**src/rtl/pos_sreg_pkg.sv**
```systemverilog
package pos_sreg_pkg;
  // Default frame length and synchronizer depth.
  localparam int unsigned DEF_WIDTH       = 16;
  localparam int unsigned DEF_SYNC_STAGES = 2;

  // Operating mode seen by the shift core after synchronization.
  typedef enum logic [1:0] {
    MODE_IDLE  = 2'd0,
    MODE_LOAD  = 2'd1,
    MODE_SHIFT = 2'd2
  } core_mode_e;
endpackage

```
**src/rtl/psr_sync.sv**
```systemverilog
module psr_sync #(
  parameter int unsigned STAGES = 2
) (
  input  logic clk,
  input  logic rst,
  input  logic d,
  output logic q
);
  localparam int unsigned N = (STAGES < 2) ? 2 : STAGES;

  logic [N-1:0] chain;

  always_ff @(posedge clk) begin
    if (rst) chain <= '0;
    else     chain <= {chain[N-2:0], d};
  end

  assign q = chain[N-1];
endmodule

```
**src/rtl/psr_edge_det.sv**
```systemverilog
module psr_edge_det (
  input  logic clk,
  input  logic rst,
  input  logic level,
  output logic rise
);
  logic level_d;

  always_ff @(posedge clk) begin
    if (rst) level_d <= 1'b0;
    else     level_d <= level;
  end

  assign rise = level & ~level_d;
endmodule

```
**src/rtl/psr_shift_core.sv**
```systemverilog
module psr_shift_core
  import pos_sreg_pkg::*;
#(
  parameter int unsigned WIDTH = DEF_WIDTH
) (
  input  logic             clk,
  input  logic             rst,
  input  logic             load_en,
  input  logic             shift_en,
  input  logic             bit_in,
  input  logic [WIDTH-1:0] par_in,
  output logic [WIDTH-1:0] word
);
  core_mode_e mode;

  always_comb begin
    if (load_en)       mode = MODE_LOAD;
    else if (shift_en) mode = MODE_SHIFT;
    else               mode = MODE_IDLE;
  end

  always_ff @(posedge clk) begin
    if (rst) begin
      word <= '0;
    end else begin
      unique case (mode)
        MODE_LOAD:  word <= par_in;
        MODE_SHIFT: word <= {word[WIDTH-2:0], bit_in};
        default:    word <= word;
      endcase
    end
  end
endmodule

```
**src/rtl/serial_pos_sreg.sv**
```systemverilog
module serial_pos_sreg
  import pos_sreg_pkg::*;
#(
  parameter int unsigned WIDTH       = DEF_WIDTH,
  parameter int unsigned SYNC_STAGES = DEF_SYNC_STAGES
) (
  input  logic             clk,
  input  logic             rst,
  input  logic [WIDTH-1:0] pos_word,
  input  logic             load_hold,
  input  logic             shift_clk,
  input  logic             ser_in,
  output logic             ser_out
);
  localparam int unsigned N_SYNC = 3;

  logic [N_SYNC-1:0] async_in;
  logic [N_SYNC-1:0] synced;
  logic              ld_sync;
  logic              sclk_sync;
  logic              sin_sync;
  logic              shift_rise;
  logic [WIDTH-1:0]  sreg;

  assign async_in = {ser_in, shift_clk, load_hold};

  // Equal depth on all three inputs keeps the serial data aligned with its clock.
  for (genvar g = 0; g < N_SYNC; g++) begin : g_sync
    psr_sync #(.STAGES(SYNC_STAGES)) u_sync (
      .clk (clk),
      .rst (rst),
      .d   (async_in[g]),
      .q   (synced[g])
    );
  end

  assign ld_sync   = synced[0];
  assign sclk_sync = synced[1];
  assign sin_sync  = synced[2];

  psr_edge_det u_edge (
    .clk   (clk),
    .rst   (rst),
    .level (sclk_sync),
    .rise  (shift_rise)
  );

  psr_shift_core #(.WIDTH(WIDTH)) u_core (
    .clk      (clk),
    .rst      (rst),
    .load_en  (ld_sync),
    .shift_en (shift_rise),
    .bit_in   (sin_sync),
    .par_in   (pos_word),
    .word     (sreg)
  );

  assign ser_out = sreg[WIDTH-1];
endmodule

```
**config.mk**
```make
export PLATFORM = sky130hd
export DESIGN_NAME = serial_pos_sreg
export DESIGN_NICKNAME = d
export VERILOG_FILES = /design/src/rtl/pos_sreg_pkg.sv /design/src/rtl/psr_sync.sv /design/src/rtl/psr_edge_det.sv /design/src/rtl/psr_shift_core.sv /design/src/rtl/serial_pos_sreg.sv
export SDC_FILE = /design/constraint.sdc
export NUM_CORES = 1
export LEC_CHECK = 0
export BUFFER_PORTS_ARGS = -buffer_cell sky130_fd_sc_hd__buf_2
export CORE_ASPECT_RATIO = 0.7
export CORE_MARGIN = 2
export CORE_UTILIZATION = 48
export DETAILED_ROUTE_END_ITERATION = 6
export PLACE_DENSITY = 0.71
export SLEW_MARGIN = 5
export SYNTH_ARGS = -nofsm -noshare
export SYNTH_HDL_FRONTEND = slang
export SYNTH_SLANG_ARGS = --single-unit
```
**constraint.sdc**
```tcl
create_clock -name clk -period 1.3 [get_ports clk]
set_input_delay 0.065 -clock clk [delete_from_list [all_inputs] [get_ports clk]]
set_output_delay 0.065 -clock clk [all_outputs]
set_load 0.1 [all_outputs]
```
# == Word-level counts from Yosys, hierarchy flattened ==
# Cells that the tools add are included.
# word_totals
register_bits,23
wordCells,13
# classes
mux,3
reduce_logical,1
n_eq_ne,2
bitwise_logic,2
# ops
op,n
case mux 16 bit (2 select lines),1
2-to-1 mux 2 bit,2
== test 2 x 1 -> 1 bit (second input constant),1
== test 2 bit (second input constant),1
nonzero test 2 bit,1
bitwise AND 1 bit,1
NOT 1 bit,1

# == Depth between registers and ports, before layout ==
# Gate-level depths: netlist of run 1.
# logic_depth
ltp_word,6
mapped_depth,4
depth_no_buf,3

# == Hierarchy ==
# Synthesis of run 1 repeated with hierarchy kept, for this count alone.
# unflattened
hier_cells,86
area_unflattened_um2,1011.0
# by_module_without_submodules
mod,instances,seq_area_each_um2,cells_per_inst,area_per_inst_um2
psr_shift_core,1,320.3,71,805.8
psr_sync,3,40.0,4,52.6
psr_edge_det,1,20.0,3,47.5

# == Least setup slack after synthesis of run 1 ==
# Ideal clock, no wire load.
# synth_path
kind,flip-flop to flip-flop
from,register u_core.word[15] (netlist name)
to,register u_core.word[15]
required_ns,1.197
period_less_slack_ns,1.476
t_arrival_ns,1.372
setup_slack_ns,-0.176
path_buffers,0
path_stages_with_launch,3
cell_sequence,dfxtp_1 -> nor3_1 -> a2111oi_2
# synth_lines
item,line,source
to (signal assigned),psr_shift_core.sv:27,MODE_LOAD: word <= par_in;
to (signal assigned),psr_shift_core.sv:28,"MODE_SHIFT: word <= {word[WIDTH-2:0], bit_in};"
to (signal assigned),psr_shift_core.sv:29,default: word <= word;
to (decl),psr_shift_core.sv:12,output logic [WIDTH-1:0] word

# == Worst setup path after layout of run 1 ==
# layout_path
from,register g_sync[1].u_sync.chain[1]
to,register u_core.word[3]
# layout_via
elab_chain_len,5
word_cells_on_any_way,7
cone_classes,eq/ne (2); mux (3); bitwise (1); reduce/logical (1)
# layout_lines
item,line,source
from (decl),psr_sync.sv:11,logic [N-1:0] chain;
from (signal assigned),psr_sync.sv:15,"else chain <= {chain[N-2:0], d};"
bitwise AND 1 bit *,psr_edge_det.sv:14,assign rise = level & ~level_d;
2-to-1 mux 2 bit *,psr_shift_core.sv:18,else if (shift_en) mode = MODE_SHIFT;
2-to-1 mux 2 bit *,psr_shift_core.sv:17,if (load_en) mode = MODE_LOAD;
== test 2 bit / == test 2 x 1 -> 1 bit (equally long branches),psr_shift_core.sv:26,unique case (mode)
case mux 16 bit (2 select lines) / nonzero test 2 bit (equally long branches),n/a,
# Every way passes the cells marked *; elsewhere a longest branch is shown, timed or not.
# A chain may end at the register's enable or synchronous reset.

==> out/summary.md, run 1 <==
The flow ran to the end, and the final reports show no timing, DRC or antenna violations. The final weighted congestion in routability-driven placement was 0.751; the distinct cell type count of the synthesized netlist was 13. Startpoint of the lowest-slack hold path: pos_word[0]. For the synthesis warning total, the log shows 0. Setup slack on the worst reg-to-reg path comes out at 120 ps. For the part of the total power dissipated in sequential elements, the log shows 0.581. The switching power as a share of total power is 0.259.

Across the VDD grid, the largest voltage drop is 697 uV. The tightest min-delay check is of the input port to register type. The critical register-to-register path endpoint is u_core.word[3]. The count of max-cap constraint violations was 0; the antenna violation net count after detailed routing was 0.

Counting cells, the worst reg-to-reg path comes to 4. Counting every net in the synthesized netlist gives 126. The net count of the finished layout is 148. In this run the power density over the cells is 1070 nW/um2. The gate count after technology mapping was 105; the number of H-tree levels was 1. The initial antenna violation count was 0. The path with the worst hold slack has its endpoint at u_core.word[0].

The area of the core came out at 2120 um2. After detailed placement, the design holds a cell count of 151. The via count of the first global-routing pass was 720; the overall overflow remaining after global route was 0. Endpoint type of the worst setup path: a register.

The logs give 0.431 for the post-synthesis sequential area ratio and 0 ps for the sum of negative setup slack. The tools report the global-route wire length before repair as 2990 um. The max-slew violation count is 0. The tree is rooted in a sky130_fd_sc_hd__clkbuf_4.

Row generation in the floorplan step produced 14 rows. The I/O pin count is 22, and the clock skew is 3.46 ps. The area overhead of the layout relative to synthesis is 17.3%. Setup repair after global routing left no endpoint under its margin. Startpoint of the most critical register-to-register path: g_sync[1].u_sync.chain[1].

Number of antenna cells inserted: 0. The run gives 23 as the number of sinks handled by clock tree synthesis. Data arrives at the worst endpoint at 1380 ps. The number of buffer cells added on primary ports came out at 21.

TritonCTS built the clock tree. The clock transition time at the flip-flop clock pins of the worst setup and hold paths was 110 ps; the die height was 43.5 um. The internal power of the cells totals 0.991 mW. From left edge to right edge, the die measures 60.4 um. The ratio of cells with drive above 1 in the final layout is 0.357, and the starting density of the core is 0.504.

The synthesized area divided by synthesized cell count is 10.2 um2. Fraction of synthesized cell area taken by the top area cell type: 0.431. The maximum fanout along the worst path came out at 22. The analysis attributes to net switching a power of 0.347 mW.

After filler insertion, the fill cell instance count of the layout stands at 185. The worst path needs 1180 ps of the cycle, external delays included. The maximum achievable frequency is 845 MHz, and the portion of total power attributed to combinational logic is 0.187.

The static power due to leakage was 0.447 nW. The clock reaches the later pin of the worst-skew pair after 300 ps. The pin slew with the least headroom to its limit works out to 600 ps. The die covers 2630 um2. The tools report the relative slew slack as 0.600. After synthesis the netlist holds a flip-flop and latch count of 23.

The final setup violation count was 0; the final-report hold violation count was 0. The synthesized netlist occupies a cell area of 1070 um2. For this block, the routed nets add up to 1720 um of wire. The number of cells traversed by the worst hold path is 3, and the clock network power share is 0.232. The total via count after detailed routing is 765, and the total routing usage reported by global routing is 0.153. The ratio of routed vias to standard cells is 4.84, and the buffer count from post-CTS setup fixing is 0. For the DRC violation count after routing, the log shows 0.

For the worst setup path, the data required time is 1500 ps. Entering global routing, the biggest net connects 49 pins. After the flow finishes, the layout carries non-filler instances totaling 158. The biggest area contributor in the post-synthesis netlist is sky130_fd_sc_hd__dfxtp_1.

The final critical-path share of the clock period is 0.910. After detailed routing, the average wire length per cell comes to 10.9 um. The maximum count of clock buffers along a single path is 2. Nature of the critical path startpoint: a register. By area the synthesized netlist is led by sky130_fd_sc_hd__dfxtp_1 43%, sky130_fd_sc_hd__a2111oi_2 22%, sky130_fd_sc_hd__nor2b_1 13%. The first-pass iteration count of the detailed router came out at 2. The number of clock buffers added by TritonCTS is 3. After the first detailed-routing iteration, the DRC count stood at 40. The critical setup path kind is register to register.
## stage by stage
step / setup slack [ps] / power, mW / hold slack, ps / utilization / area (um2)
after floorplan: 151 / 0.981 / 134 / - / 1070
after global placement: 173 / 1.03 / 271 / 0.563 / 1190
after detailed placement: 111 / 1.04 / 279 / 0.563 / 1190
after CTS: 66.5 / 1.36 / 22.0 / 0.590 / 1250
after global routing: 6.92 / 1.43 / 16.8 / 0.591 / 1250
final: 117 / 1.34 / 30.1 / 0.591 / 1250
## timing repair
item | CTS | global route
hold endpoints to repair | 3 | 0
endpoints found under the setup margin | 0 | 1
hold buffers | 3 | 0
gates resized for setup | 0 | 1
## sequential cells by signal, indices dropped and copies added, names as in the netlist
signal,flops
g_sync.u_sync.chain,6
u_core.word,16
u_edge.level_d,1
## how the worst max path moves through the flow
stage | end | cells after the start | slack, ps | start
2_1_floorplan | u_core.word[15] | 2 | 150 | u_core.word[15]
3_3_place_gp | u_core.word[11] | 4 | 170 | g_sync[1].u_sync.chain[1]
3_5_place_dp | u_core.word[11] | 4 | 110 | g_sync[1].u_sync.chain[1]
4_1_cts | u_core.word[11] | 4 | 70 | g_sync[1].u_sync.chain[1]
5_1_grt | u_core.word[2] | 4 | 7 | g_sync[1].u_sync.chain[1]
6_report | u_core.word[3] | 4 | 120 | g_sync[1].u_sync.chain[1]
## critical path, cell delays in order (launching register included)
cell and delay (ps):
sky130_fd_sc_hd__dfxtp_1 350, sky130_fd_sc_hd__nor2b_4 190, sky130_fd_sc_hd__buf_12 190, sky130_fd_sc_hd__nor3_1 70, sky130_fd_sc_hd__a2111oi_2 290
## kinds of logic after synthesis
logic type / count (synthesis) / share of synthesized area
AOI/OAI and AO/OA: 16 / 0.225
buffers and inverters: 11 / 0.0679
DFF: 23 / 0.431
and+or+nand+nor: 55 / 0.276
## area by class of cell
class / count / area (um2) / share of cell area
Multi-Input combinational cell: 71 / 536 / 0.427
Timing Repair Buffer: 27 / 186 / 0.149
Clock buffer: 4 / 26.3 / 0.0210
Tap cell: 32 / 40.0 / 0.0319
Inverter: 1 / 3.75 / 0.00299
Sequential cell: 23 / 462 / 0.368
## cells in the mapped netlist, drive strengths merged
cell      n
dfxtp    23
nor2b    23
a2111oi  16
nor3     16
nor2     15
buf       8
clkbuf    2
inv       1
nor3b     1
## cells in the final DEF (no fill, tap or decap)
cell type                       count
sky130_fd_sc_hd__a2111oi_2         16
sky130_fd_sc_hd__buf_12             2
sky130_fd_sc_hd__buf_2             21
sky130_fd_sc_hd__buf_6              1
sky130_fd_sc_hd__clkbuf_1           1
sky130_fd_sc_hd__clkbuf_4           3
sky130_fd_sc_hd__dfxtp_1           22
sky130_fd_sc_hd__dfxtp_2            1
sky130_fd_sc_hd__dlygate4sd3_1      3
sky130_fd_sc_hd__inv_1              1
sky130_fd_sc_hd__nor2_1            15
sky130_fd_sc_hd__nor2b_1           22
sky130_fd_sc_hd__nor2b_4            1
sky130_fd_sc_hd__nor3_1            16
sky130_fd_sc_hd__nor3b_1            1
## layer usage
layer | up-vias | GRT usage | wire [um]
met5 | - | 0 | 0
met4 | 0 | 0.0400 | 11
met3 | 2 | 0.0627 | 97
met2 | 20 | 0.233 | 696
met1 | 328 | 0.203 | 913
li1 | 415 | - | -
## power groups by stage
stage | clock, mW | sequential [mW] | combinational (mW)
global placement | 0 | 0.791 | 0.240
finish | 0.310 | 0.776 | 0.251
global route | 0.362 | 0.784 | 0.280
detailed placement | 0 | 0.792 | 0.245
CTS | 0.331 | 0.777 | 0.253
floorplan | 0 | 0.805 | 0.176
Note: power is estimated with default switching activity, not from simulation.
==> run 2, diff against run 1 <==
--- a/config.mk
+++ b/config.mk
@@ -13,2 +13,3 @@
 export PLACE_DENSITY = 0.71
+export SKIP_LAST_GASP = 1
 export SLEW_MARGIN = 5
==> constraint.sdc (replaced) <==
create_clock -name clk -period 1.3 [get_ports clk]
set_input_delay 0.39 -clock clk [delete_from_list [all_inputs] [get_ports clk]]
set_output_delay 0.39 -clock clk [all_outputs]
set_load 0.1 [all_outputs]
==> run 2 against run 1 <==
Global-route usage decreased by 0.52 points. Setup slack got worse by 63 ps. Clock-buffer cell count unchanged. Wire length increased by 1.2%.
==> out/summary.md, run 2 (synthesis results as in run 1) <==
The shortest period the worst path allows was 1250 ps (+62.6 ps). The largest individual stage delay along the critical path comes from the cell sky130_fd_sc_hd__dfxtp_2. The initial antenna violation count is 0 (unchanged). The ratio of routed vias to standard cells is 4.99 (+3.0%). The clock transition time at the flip-flop clock pins of the worst setup and hold paths is 120 ps (about the same). The largest stage delay on the critical path is 380 ps (+30 ps), and the path depth of the worst reg2reg path is 4 (unchanged). The maximum number of pins on one net before global-route repair is 49 (unchanged), and the maximum achievable frequency is 803 MHz (-5.0%). The pin slew with the least headroom to its limit came out at 316 ps (-283 ps). The run gives 14 (unchanged) as the number of core rows.

The static power due to leakage came out at 0.447 nW (+0.12%). The uppermost signal routing layer after detailed routing was met3. The routed length on met2 was 724 um (+4.0%); the die outline area was 2630 um2 (unchanged). The total clock buffers created by CTS is 3 (unchanged), and the cell area after placement is 1220 um2 (+2.5%). The logs give 153 (+1.3%) for the number of instances in the placed design and 140 ps (+20 ps) for the minimum setup slack among reg-to-reg paths. The power density over the cells works out to 1080 nW/um2 (+1.6%). The tools report the max-slew violation count as 0 (unchanged). The worst register-to-register path begins at g_sync[1].u_sync.chain[1]. Final cell utilization of the core: 0.591 (unchanged). The maximum fanout along the worst path is 2 (-91%), and the total length of routed wires is 1740 um (+1.2%). Peak supply drop: 683 uV (-1.9%). For the starting density of the core, the log shows 0.504 (unchanged). By startpoint and endpoint, the worst setup path is classified as register to output pin. The met1 layer wirelength in the final routing is 910 um (-0.33%). Traced cell by cell, the critical path runs through buf_12. Clock skew: 8.68 ps (+5.22 ps). The logs give 157 (-0.63%) for the final cell count without fillers and 23 (unchanged) for the number of sinks handled by clock tree synthesis.

The met3 layer wire length in the routed design is 105 um (+8.2%). The area of the core is 2120 um2 (unchanged), and the signal arrival time at the worst endpoint is 860 ps (-520 ps). The run gives 133 ps (+22.4 ps) as the worst setup slack before clock tree synthesis.

Nature of the critical path startpoint: a register. The min-delay analysis places its worst path in the category input port to register. The total routing usage reported by global routing was 0.148 (-0.00517); the final setup violation count was 0 (unchanged). In this run the worst setup path terminates at ser_out. The DRC violation count after routing came out at 0 (unchanged). Grouping stages by cell kind, the critical path spends the most delay in flip-flops. The die height came out at 43.5 um (unchanged). Final-report hold violation count: 0 (unchanged). The power after layout was 1.36 mW (+1.6%); the total non-filler cell area in the finished layout was 1250 um2 (unchanged).

The overall overflow remaining after global route is 0 (unchanged), and the via count of the first global-routing pass is 667 (-7.4%). The worst setup slack after layout came out at 54.1 ps (-62.6 ps). Sum of negative setup slack: 0 ps (unchanged). The run finished with clean final reports.

The cell count along the critical path was 1 (-3). Total via count after detailed routing: 783 (+2.4%). The run gives 910 ps (-590 ps) as the worst path required time. The largest registers in the layout are u_core.word (16), g_sync.u_sync.chain (6), u_edge.level_d (1). The count of hold-fix buffers inserted at cts came out at 0 (-3). The source-to-sink clock delay at the later pin of the worst-skew pair is 300 ps (about the same).

The run gives 177 (-4.3%) as the fill cell instance count of the final layout. The worst setup path is captured at an output pin. The final critical-path share of the clock period was 0.958 (+0.0482).

The antenna violation net count after detailed routing is 0 (unchanged). First-pass iteration count of the detailed router: 2 (unchanged). In this run the worst setup path begins at u_core.word[15]. The ratio of cells with drive above 1 in the final layout was 0.376 (+0.0189). The endpoint identified for the worst register-to-register timing path is u_core.word[9].

For the I/O pin count, the log shows 22 (unchanged). The maximum count of clock buffers along a single path is 2 (unchanged). The flip-flop count of the largest register, all copies and words added came out at 16 (unchanged). The tools report the number of antenna cells inserted as 0 (unchanged).

The number of buffer cells added on primary ports is 21 (unchanged). In the layout the commonest cells are 22 x sky130_fd_sc_hd__nor2b_1, 22 x sky130_fd_sc_hd__dfxtp_1, 20 x sky130_fd_sc_hd__buf_2. The relative slew slack is 0.789 (+0.189). The per-cell routed wire length came out at 11.1 um (+1.8%). The minimum hold slack is 296 ps (+266 ps), and the x dimension of the die is 60.4 um (unchanged). The count of routing violations after the opening detailed-route iteration came out at 38 (-5.0%). The area overhead of the layout relative to synthesis is 17.3% (unchanged). u_core.word holds more flip-flops than any other register. Summed over all nets, the half-perimeter wirelength after detailed placement is 1190 um. The area used by multi-input combinational logic was 536 um2 (unchanged). The clock tree root driver cell was sky130_fd_sc_hd__clkbuf_4.

Count of max-cap constraint violations: 0 (unchanged). The total buffers and inverters traversed by the critical path was 1 (unchanged). The global-route wire length before repair is 2960 um (-1.1%), and the number of nets in the layout is 147 (-0.68%). TritonCTS built the clock tree. The number of H-tree levels is 1 (unchanged). Setup repair after global routing left no endpoint under its margin. The logs give 462 um2 (unchanged) for the footprint of the flip-flops and latches and 0.741 (-1.3%) for the final weighted congestion in routability-driven placement.
-- run 2: cell count changes in the layout (fill, tap and decap cells not counted) --
cell | before | now
sky130_fd_sc_hd__dlygate4sd3_1 | 3 | 0
sky130_fd_sc_hd__buf_2 | 21 | 20
sky130_fd_sc_hd__buf_12 | 2 | 3
sky130_fd_sc_hd__buf_4 | 0 | 2
-- run 2: worst min path at each step --
stage	from	to	cells after the start
2_1_floorplan	g_sync[0].u_sync.chain[0]	g_sync[0].u_sync.chain[1]	1
3_3_place_gp	g_sync[0].u_sync.chain[0]	g_sync[0].u_sync.chain[1]	1
3_5_place_dp	g_sync[2].u_sync.chain[0]	g_sync[2].u_sync.chain[1]	1
4_1_cts	shift_clk	g_sync[1].u_sync.chain[0]	2
5_1_grt	load_hold	g_sync[0].u_sync.chain[0]	2
6_report	load_hold	g_sync[0].u_sync.chain[0]	2
-- run 2: layout make-up --
class	count	share of cell area
clock buffers	4	0.0210
repair buffers	26	0.149
flip-flops and latches	23	0.368
multi-input cells	71	0.427
well taps	32	0.0319
inverters	1	0.00299
-- run 2: what timing repair did --
action	CTS	global route
setup buffers	0	0
resized for setup	0	1
setup endpoints to repair	0	1
-- run 2: layer usage --
metal | global-route usage | vias to the layer above
met5 | 0 | -
met4 | 0.0267 | 0
met3 | 0.0567 | 0
met2 | 0.207 | 18
met1 | 0.219 | 340
li1 | - | 425
-- run 2: report_power, final --
group / total (mW) / switching [mW] / internal, mW
clock network: 0.323 / 0.204 / 0.120
registers: 0.778 / 0.0241 / 0.754
logic: 0.257 / 0.134 / 0.123
total: 1.36 / 0.362 / 0.997
==> run 3, diff against run 2 <==
Settings changed: CTS_BUF_LIST set to sky130_fd_sc_hd__clkbuf_8.
==> run 3 against run 2 <==
Wire length up 1.1%. Final cell count unchanged. Power up 7.5%. Combinational power about the same. Utilization up 0.89 points. Die area unchanged. Flip-flop and latch count unchanged. First-iteration DRC count down 2.6%.
==> out/summary.md, run 3 (synthesis results as in run 1) <==
Startpoint of the most critical register-to-register path: g_sync[1].u_sync.chain[1]. Count of instances resized after the clock tree is built: 0 (unchanged). The tools report the count of routing violations after the opening detailed-route iteration as 37 (-2.6%). The switching power total is 0.373 mW (+3.0%).

Setup repair after global routing left no endpoint under its margin. The clock network power share was 0.291 (+0.053). The run gives 49 (unchanged) as the maximum number of pins on one net before global-route repair. The final cell count without fillers is 157 (unchanged). The maximum fanout along the worst path is 2 (unchanged), and the area of the core is 2120 um2 (unchanged). In this run the critical register-to-register path is captured at u_core.word[3]. The run gives 133 ps (unchanged) as the worst setup slack before clock tree synthesis. The library cells used most frequently in the layout, excluding fill and tap cells, are 22 x sky130_fd_sc_hd__nor2b_1, 22 x sky130_fd_sc_hd__dfxtp_1, 20 x sky130_fd_sc_hd__buf_2. The cell area after placement is 1220 um2 (unchanged), and the count of max-cap constraint violations is 0 (unchanged). The static power due to leakage is 0.459 nW (+2.7%). The kind of cell with the highest combined delay along the critical path is flip-flops. For the sum of negative setup slack, the log shows 0 ps (unchanged).

The die outline area is 2630 um2 (unchanged). Relative to the synthesized area, the layout overhead comes to 19.1%. The largest registers in the layout are u_core.word (16), g_sync.u_sync.chain (6), u_edge.level_d (1).

The ratio of cells with drive above 1 in the final layout is 0.376 (unchanged). TritonCTS built the clock tree. Ratio of routed vias to standard cells: 5.01 (+0.51%). The flip-flop count of the largest register, all copies and words added is 16 (unchanged), and the path depth of the worst reg2reg path is 4 (unchanged). The total clock buffers created by CTS is 3 (unchanged), and the maximum count of clock buffers along a single path is 2 (unchanged).

The switching power as a share of total power was 0.255 (-0.0110). The antenna violation net count after detailed routing was 0 (unchanged); the die height was 43.5 um (unchanged). The buffer count from post-CTS setup fixing was 0 (unchanged); the DRC violation count after routing was 0 (unchanged). The largest stage delay on the critical path is 360 ps (-20 ps). The worst setup slack after layout was 118 ps (+63.8 ps). The run finished with clean final reports.

The worst setup path is of the register to output pin kind. Capturing element of the worst setup path: ser_out. Clock tree root driver cell: sky130_fd_sc_hd__clkbuf_8. The register with the most flip-flops is u_core.word. Clock skew: 2.69 ps (-5.99 ps). The clock transition time at the flip-flop clock pins of the worst setup and hold paths came out at 80 ps (-40 ps). The final weighted congestion in routability-driven placement was 0.741 (unchanged); the shortest period the worst path allows was 1180 ps (-63.8 ps). The run gives 4 (+2) as the first-pass iteration count of the detailed router. The signal on the critical path passes through buf_12. The tools report the peak supply drop as 879 uV (+29%). The pin slew with the least headroom to its limit came out at 318 ps (+1.90 ps).

The number of instances in the placed design is 153 (unchanged), and the x dimension of the die is 60.4 um (unchanged). The number of core rows came out at 14 (unchanged). The critical path's slowest cell is sky130_fd_sc_hd__dfxtp_2. The final setup violation count is 0 (unchanged). The total routing usage reported by global routing is 0.149 (+0.00124).

The source-to-sink clock delay at the later pin of the worst-skew pair was 260 ps (-40 ps); the worst path required time was 910 ps (about the same). The number of sinks handled by clock tree synthesis came out at 23 (unchanged). Number of H-tree levels: 1 (unchanged). The worst setup path is launched from a register.

Launching element of the worst setup path: u_core.word[15]. The global-route wire length before repair came out at 2990 um (+0.91%). The tools report the portion of total power attributed to combinational logic as 0.177 (-0.012). In this run the worst hold path is classified as input port to register. The run gives 1190 um (unchanged) as the detailed-placement wirelength estimate. The number of nets in the layout is 147 (unchanged). The per-cell routed wire length is 11.2 um (+1.1%). The total length of routed wires came out at 1760 um (+1.1%). The power density over the cells is 1150 nW/um2 (+5.9%), and the count of hold-fix buffers inserted at cts is 0 (unchanged).

The signal arrival time at the worst endpoint was 790 ps (-70 ps); the maximum achievable frequency was 846 MHz (+5.4%). The logs give 0.533 (-0.040) for the part of the total power dissipated in sequential elements and 0 (unchanged) for the initial antenna violation count. The final-report hold violation count is 0 (unchanged), and the final critical-path share of the clock period is 0.909 (-0.0491). The worst setup path is captured at an output pin. The total buffers and inverters traversed by the critical path came out at 1 (unchanged). For the total via count after detailed routing, the log shows 787 (+0.51%). The run gives 0.788 (-0.00127) as the relative slew slack. The max-slew violation count is 0 (unchanged). The cell count along the critical path works out to 1 (unchanged). For the total internal power, the log shows 1.09 mW (+9.1%). The logs give 675 (+1.2%) for the via count of the first global-routing pass and 0.504 (unchanged) for the starting density of the core. The overall overflow remaining after global route is 0 (unchanged), and the total non-filler cell area in the finished layout is 1270 um2 (+1.5%).

The tools report the number of antenna cells inserted as 0 (unchanged). The minimum hold slack was 342 ps (+46.0 ps). The number of buffer cells added on primary ports works out to 21 (unchanged). The I/O pin count came out at 22 (unchanged). The minimum setup slack among reg-to-reg paths is 150 ps (about the same).
==> run 3: worst min-delay path by stage <==
stage	from	end	slack, ps	depth (start not counted)
floorplan	g_sync[0].u_sync.chain[0]	g_sync[0].u_sync.chain[1]	410	1
global placement	g_sync[0].u_sync.chain[0]	g_sync[0].u_sync.chain[1]	420	1
detailed placement	g_sync[2].u_sync.chain[0]	g_sync[2].u_sync.chain[1]	430	1
CTS	shift_clk	g_sync[1].u_sync.chain[0]	340	2
global route	load_hold	g_sync[0].u_sync.chain[0]	340	2
finish	load_hold	g_sync[0].u_sync.chain[0]	340	2
==> run 3: final cells by class <==
| class | instances | area, um2 |
|---|---|---|
| fillers | 179 | 847 |
| multi-input cells | 71 | 536 |
| flip-flops and latches | 23 | 462 |
| repair buffers | 26 | 186 |
| clock buffers | 3 | 41.3 |
| well taps | 32 | 40.0 |
| clock inverters | 1 | 3.75 |
| inverters | 1 | 3.75 |
==> run 3: per-stage QoR <==
step / total power, mW / util
finish: 1.46 / 0.600
global route: 1.53 / 0.600
floorplan: 0.981 / -
global placement: 1.04 / 0.577
CTS: 1.47 / 0.599
detailed placement: 1.05 / 0.577
==> run 3: metal layers <==
metal	wire length [um]	GRT usage	vias to the layer above
met5	0	0	-
met4	0	0.0267	0
met3	124	0.0567	0
met2	715	0.217	24
met1	918	0.213	346
li1	-	-	417
==> run 3: power groups by stage <==
stage / clock network [mW] / registers [mW] / logic [mW]
finish: 0.424 / 0.778 / 0.258
global route: 0.462 / 0.783 / 0.283
CTS: 0.435 / 0.778 / 0.259
detailed placement: 0 / 0.794 / 0.258
global placement: 0 / 0.792 / 0.251
floorplan: 0 / 0.805 / 0.176
